## config.mk

```make
export PLATFORM = sky130hd
export DESIGN_NAME = pll_retune_seq
export DESIGN_NICKNAME = d
export VERILOG_FILES = /design/src/rtl/pll_retune_seq.sv
export SDC_FILE = /design/constraint.sdc
export NUM_CORES = 1
export LEC_CHECK = 0
export ABC_AREA = 1
export BUFFER_PORTS_ARGS = -buffer_cell sky130_fd_sc_hd__buf_2
export CAP_MARGIN = 10
export CORE_UTILIZATION = 40
export CTS_BUF_LIST = sky130_fd_sc_hd__clkbuf_2
export DETAILED_ROUTE_END_ITERATION = 8
export PLACE_DENSITY = 0.79
export SYNTH_ARGS = -nofsm -noshare
export SYNTH_HDL_FRONTEND = slang
export SYNTH_SLANG_ARGS = --single-unit
export TNS_END_PERCENT = 100
```

## constraint.sdc

```tcl
create_clock -name clk -period 2.2 [get_ports clk]
set_input_delay 0.44 -clock clk [delete_from_list [all_inputs] [get_ports clk]]
set_output_delay 0.44 -clock clk [all_outputs]
set_load 0.05 [all_outputs]
```

## src/rtl/pll_retune_seq.sv

```systemverilog
module pll_retune_seq #(
  parameter int ADDR_W    = 8,
  parameter int BASE      = 0,
  parameter int MAX_POLLS = 1000
) (
  input  logic              clk,
  input  logic              rst_n,
  input  logic              start,
  input  logic [11:0]       fb_div,
  input  logic [5:0]        ref_div,
  input  logic [2:0]        post_div1,
  input  logic [2:0]        post_div2,
  input  logic [23:0]       frac_div,
  input  logic              int_mode,
  input  logic              us_tick,
  output logic              bus_req,
  output logic              bus_we,
  output logic [ADDR_W-1:0] bus_addr,
  output logic [31:0]       bus_wdata,
  input  logic              bus_ack,
  input  logic [31:0]       bus_rdata,
  output logic              busy,
  output logic              done,
  output logic              err,
  output logic              lock_warn
);
  localparam int PW = $clog2(MAX_POLLS + 1);
  localparam logic [ADDR_W-1:0] A_FB   = ADDR_W'(BASE);
  localparam logic [ADDR_W-1:0] A_DIV  = ADDR_W'(BASE + 4);
  localparam logic [ADDR_W-1:0] A_FRAC = ADDR_W'(BASE + 8);
  localparam logic [ADDR_W-1:0] A_MODE = ADDR_W'(BASE + 12);
  localparam int LOCK_BIT = 31;

  typedef enum logic [3:0] {
    S_IDLE, S_SLOW, S_FB, S_DIV, S_FRD, S_FWR, S_IMODE, S_PRD, S_PWAIT, S_NORM
  } st_t;

  st_t         state;
  logic [11:0] fb_q;
  logic [5:0]  ref_q;
  logic [2:0]  p1_q, p2_q;
  logic [23:0] frac_q;
  logic        im_q;
  logic [7:0]  hi_q;
  logic [PW-1:0] poll_cnt;
  logic        done_q, err_q, warn_q;

  wire zero_req = (fb_div == '0) && (ref_div == '0) && (post_div1 == '0) &&
                  (post_div2 == '0) && (frac_div == '0);

  assign busy      = (state != S_IDLE);
  assign done      = done_q;
  assign err       = err_q;
  assign lock_warn = warn_q;

  always_comb begin
    bus_req   = 1'b1;
    bus_we    = 1'b1;
    bus_addr  = A_MODE;
    bus_wdata = '0;
    case (state)
      S_SLOW:  bus_wdata = 32'h0300_0000;
      S_FB:    begin bus_addr = A_FB;  bus_wdata = {16'hFFFF, 4'h0, fb_q}; end
      S_DIV:   begin
        bus_addr  = A_DIV;
        bus_wdata = {16'hFFFF, 1'b0, p2_q, 1'b0, p1_q, 2'b00, ref_q};
      end
      S_FRD:   begin bus_addr = A_FRAC; bus_we = 1'b0; end
      S_FWR:   begin bus_addr = A_FRAC; bus_wdata = {hi_q, frac_q}; end
      S_IMODE: bus_wdata = {12'h000, 1'b1, 15'h0000, im_q, 3'b000};
      S_PRD:   begin bus_addr = A_FRAC; bus_we = 1'b0; end
      S_NORM:  bus_wdata = 32'h0300_0100;
      default: begin bus_req = 1'b0; bus_we = 1'b0; end
    endcase
  end

  always_ff @(posedge clk) begin
    if (!rst_n) begin
      state    <= S_IDLE;
      fb_q     <= '0;
      ref_q    <= '0;
      p1_q     <= '0;
      p2_q     <= '0;
      frac_q   <= '0;
      im_q     <= 1'b0;
      hi_q     <= '0;
      poll_cnt <= '0;
      done_q   <= 1'b0;
      err_q    <= 1'b0;
      warn_q   <= 1'b0;
    end else begin
      done_q <= 1'b0;
      err_q  <= 1'b0;
      case (state)
        S_IDLE: if (start) begin
          if (zero_req) err_q <= 1'b1;
          else begin
            fb_q     <= fb_div;
            ref_q    <= ref_div;
            p1_q     <= post_div1;
            p2_q     <= post_div2;
            frac_q   <= frac_div;
            im_q     <= int_mode;
            warn_q   <= 1'b0;
            poll_cnt <= '0;
            state    <= S_SLOW;
          end
        end
        S_SLOW:  if (bus_ack) state <= S_FB;
        S_FB:    if (bus_ack) state <= S_DIV;
        S_DIV:   if (bus_ack) state <= S_FRD;
        S_FRD:   if (bus_ack) begin hi_q <= bus_rdata[31:24]; state <= S_FWR; end
        S_FWR:   if (bus_ack) state <= S_IMODE;
        S_IMODE: if (bus_ack) state <= S_PRD;
        S_PRD:   if (bus_ack) begin
          if (bus_rdata[LOCK_BIT]) state <= S_NORM;
          else if (poll_cnt == PW'(MAX_POLLS - 1)) begin
            warn_q <= 1'b1;
            state  <= S_NORM;
          end else begin
            poll_cnt <= poll_cnt + 1'b1;
            state    <= S_PWAIT;
          end
        end
        S_PWAIT: if (us_tick) state <= S_PRD;
        S_NORM:  if (bus_ack) begin done_q <= 1'b1; state <= S_IDLE; end
        default: state <= S_IDLE;
      endcase
    end
  end


  hold_req_chk: assert property (@(posedge clk) disable iff (!rst_n)
    (bus_req && !bus_ack) |=> (bus_req && $stable(bus_addr) && $stable(bus_we) && $stable(bus_wdata)));


  slow_first_chk: assert property (@(posedge clk) disable iff (!rst_n)
    $rose(busy) |-> (bus_req && bus_we && bus_addr == A_MODE && bus_wdata == 32'h0300_0000));


  reject_quiet_chk: assert property (@(posedge clk) disable iff (!rst_n)
    err |-> (!busy && !bus_req && !done));


  warn_rise_chk: assert property (@(posedge clk) disable iff (!rst_n)
    $rose(lock_warn) |-> (state == S_NORM));


  poll_bound_chk: assert property (@(posedge clk) disable iff (!rst_n)
    busy |-> (poll_cnt < PW'(MAX_POLLS)));


  tick_wait_chk: assert property (@(posedge clk) disable iff (!rst_n)
    (state == S_PWAIT && !us_tick) |=> (state == S_PWAIT && !bus_req));


  done_end_chk: assert property (@(posedge clk) disable iff (!rst_n)
    $fell(busy) |-> done);
endmodule

```

==> flow_summary_export.csv <==
group,metric,value,unit
outcome,status,"complete, but fails checks",
outcome,violations,"DRC, setup timing",
synth,synth_adder_area_share,0.340,%
synth,synth_mux_area_share,0,%
floorplan,die_w,97.9,um
floorplan,dieArea,0.00959,mm^2
synth,synth_seq_cells,74,
floorplan,rows,34,
global_route,grt_pass1_vias,3776,
placed_design,pre_cts_slack,0.0969,ns
routing,vias_per_cell,5.28,
routing,ant_nets,0,
synth,avgSynthCellArea,6.52,um^2
timing,setup_viol,34,
critical_path,r2r_start,"state[0]",
placed_design,io_buffers,101,
clocking,clk_latency,0.53,ns
final_layout,final_cell_count_no_fill,790,
timing,clock_skew,0.0208,ns
routing,route.detailed.drc,5,
placed_design,dp.final_hpwl,7.07,mm
clocking,cts_hold_buf,0,
synth,synth_xor_area_share,0,%
critical_path,crit_family,"buffers and inverters",
critical_path,cp_data_required_time,1.76,ns
clocking,cts_tree,"yes",
synth,synth_top_family_by_area,"simple AND/OR/NAND/NOR gates",
timing,drv_slew,0,
min_path,hp-class,"input port to flip-flop",
critical_path,cp_max_fo,8,
timing,min_period,2.34,ns
routing,vias,4171,
routing,drt-wirelength-per-cell,14.3,um
floorplan,io_pins,132,
placed_design,dpl_cell_area,0.00425,mm^2
synth,async_flop_share,0,%
synth,ys_warn_count,0,
floorplan,initial_core_util,41.8,%
timing,hold_viol,0,
clocking,h-tree-depth,3,
critical_path,ff2ff_path_depth,10,
synth,synth_edf_count,0,
synth,synth_compound_area_share,15.3,%
pwr,power_density,1360,mW/mm^2
min_path,hold_end,"fb_q[5]",
min_path,hp-start,"fb_div[5]",
final_layout,final_nets,764,
final_layout,final_common_cell,"nor2_1",
timing,clock.fmax,0.427,GHz
global_route,grt_usage,23.0,%
critical_path,critical_path.endpoint_type,"output port",
routing,drt_iter0_markers,329,
final_layout,antenna_cells,0,
critical_path,arrival,1.90,ns
global_route,grt_max_degree,49,
synth,synthFlopType,"dfxtp_1",
global_route,grt_overflow,0,
floorplan,coreArea,0.00881,mm^2
clocking,clock-sinks,74,
job,drv_cap,0,
clocking,root_buffer,"clkbuf_2",
clocking,cts_buffers,9,
final_layout,stdcell_area,0.00518,mm^2
critical_path,path_buf_inv,3,
critical_path,slowest_delay,0.41,ns
critical_path,path_cells,"buf_6 -> nand2_4 -> nor2_4 -> clkbuf_16 -> a22o_1 -> buf_6",
critical_path,r2r_slack,0.16,ns
critical_path,start_kind,"flip-flop",
routing,drt_pass1_iterations,7,
timing,rsz0062_at_grt,"true",
timing,setup_ws,-0.139,ns
synth,synthSimpleGateAreaFrac,35.6,%
placed_design,dp.cells,756,
critical_path,crit_top_cell,"buf_6",
global_route,grt_pass1_wl,17.8,mm
pwr,p_leak,0.00240,uW
clocking,clk_pin_slew,0.22,ns
pwr,ir_drop,588,uV
routing,drt_wl_total,11.3,mm
placed_design,place_congestion,0.833,
critical_path,rr_endpoint,"frac_q[21]",
final_layout,drive_above_1_share,31.7,%
global_route,antenna_found_initial,0,
min_path,hold_path_depth,3,
floorplan,die_y,97.9,um
final_layout,synthToLayoutAreaGrowth,40.7,%
synth,ys_types,32,
synth,synth_cells,564,
final_layout,num-fill-cells,764,
timing,final.period_utilization,106,%
synth,yosysSeqAreaShare,40.3,%
critical_path,worstSetupPathType,"flip-flop to output port",
critical_path,cp_slowest_cell,"dfxtp_2",
timing,final.setup.tns,-3.00,ns
clocking,cts_buffer_depth,2,
final_layout,mostFrequentLayoutCells,"nor2_1, nand2_1, dfxtp_1",
synth,syn_area,0.00368,mm^2
[synthesized netlist by cell type, drive strengths merged, types with 2 or more instances]
| cell type | n | area, um^2 |
|---|---|---|
| a21oi | 25 | 136 |
| nand4 | 14 | 87.6 |
| nor4 | 3 | 18.8 |
| o21ai | 70 | 350 |
| clkbuf | 18 | 67.6 |
| dfxtp | 74 | 1480 |
| inv | 38 | 143 |
| buf | 13 | 96.3 |
| nor3 | 2 | 10.0 |
| nand3 | 25 | 138 |
| nor2 | 159 | 623 |
| nand2 | 109 | 419 |
| a22o | 6 | 52.6 |
[metrics by stage]
step	hold slack, ns	total power (uW)	utilization (%)
after floorplan	0.430	4370	-
after global placement	0.436	4920	48.3
after detailed placement	0.448	5010	48.3
after CTS	0.138	6600	56.6
after global routing	0.153	7420	58.8
final	0.153	7030	58.8
[layer usage]
metal | up-vias | GRT usage, % | part of all wire, % | wire length, um
met5 | - | 0 | 0 | 0
met4 | 0 | 10.4 | 2.3 | 261
met3 | 25 | 4.65 | 8.8 | 1000
met1 | 1903 | 29.1 | 40 | 4560
met2 | 207 | 37.6 | 49 | 5510
li1 | 2036 | - | - | -
[where the power goes]
part	switching, uW	total, uW	internal [uW]
registers	309	2080	1770
logic	2590	4070	1480
clock network	508	881	373
[worst min-delay path: cells and delay by family]
family,cells,cell delay [ns]
AND/OR/NAND/NOR,1,0.07
buffers and inverters,1,0.08
AO/OA/AOI/OAI,1,0.07
[sequential cells by signal (all words and copies together) (netlist names)]
register / flops
fb_q: 12
p1_q: 3
hi_q: 8
done: 1
poll_cnt: 10
frac_q: 24
ref_q: 6
err: 1
im_q: 1
p2_q: 3
state: 4
lock_warn: 1
[cell families after synthesis]
| family | after synthesis |
|---|---|
| AO/OA/AOI/OAI | 104 |
| adder cells (fa/ha/maj) | 1 |
| buffers and inverters | 70 |
| flip-flops | 74 |
| other | 1 |
| AND/OR/NAND/NOR | 314 |
[how the worst max path moves through the flow]
| stage | startpoint | endpoint | slack [ns] | depth (start not counted) |
|---|---|---|---|---|
| global route | state[1] | bus_wdata[3] | -0.19 | 7 |
| CTS | state[2] | bus_wdata[14] | -0.13 | 6 |
| finish | state[2] | bus_wdata[13] | -0.14 | 6 |
| floorplan | state[3] | bus_wdata[24] | -0.11 | 5 |
| global placement | fb_div[0] | frac_q[10] | 0.15 | 11 |
| detailed placement | fb_div[0] | im_q | 0.1 | 11 |
[final cells by class]
| type | count | area, um^2 | share of cell area [%] |
|---|---|---|---|
| flip-flops and latches | 74 | 1490 | 28.8 |
| inverters | 39 | 163 | 3.14 |
| well taps | 108 | 135 | 2.61 |
| multi-input cells | 425 | 2190 | 42.2 |
| repair buffers | 128 | 1060 | 20.5 |
| clock buffers | 9 | 45.0 | 0.870 |
| clock inverters | 7 | 93.8 | 1.81 |
[repair_timing]
action                                  in CTS  in global routing
gates cloned                                 2                  0
buffers inserted                            11                  5
hold endpoints to repair                     0                  0
resized for setup                          141                 44
pin swaps                                   13                  7
endpoints found under the setup margin      35                 84
(Power assumes the default switching activity.)
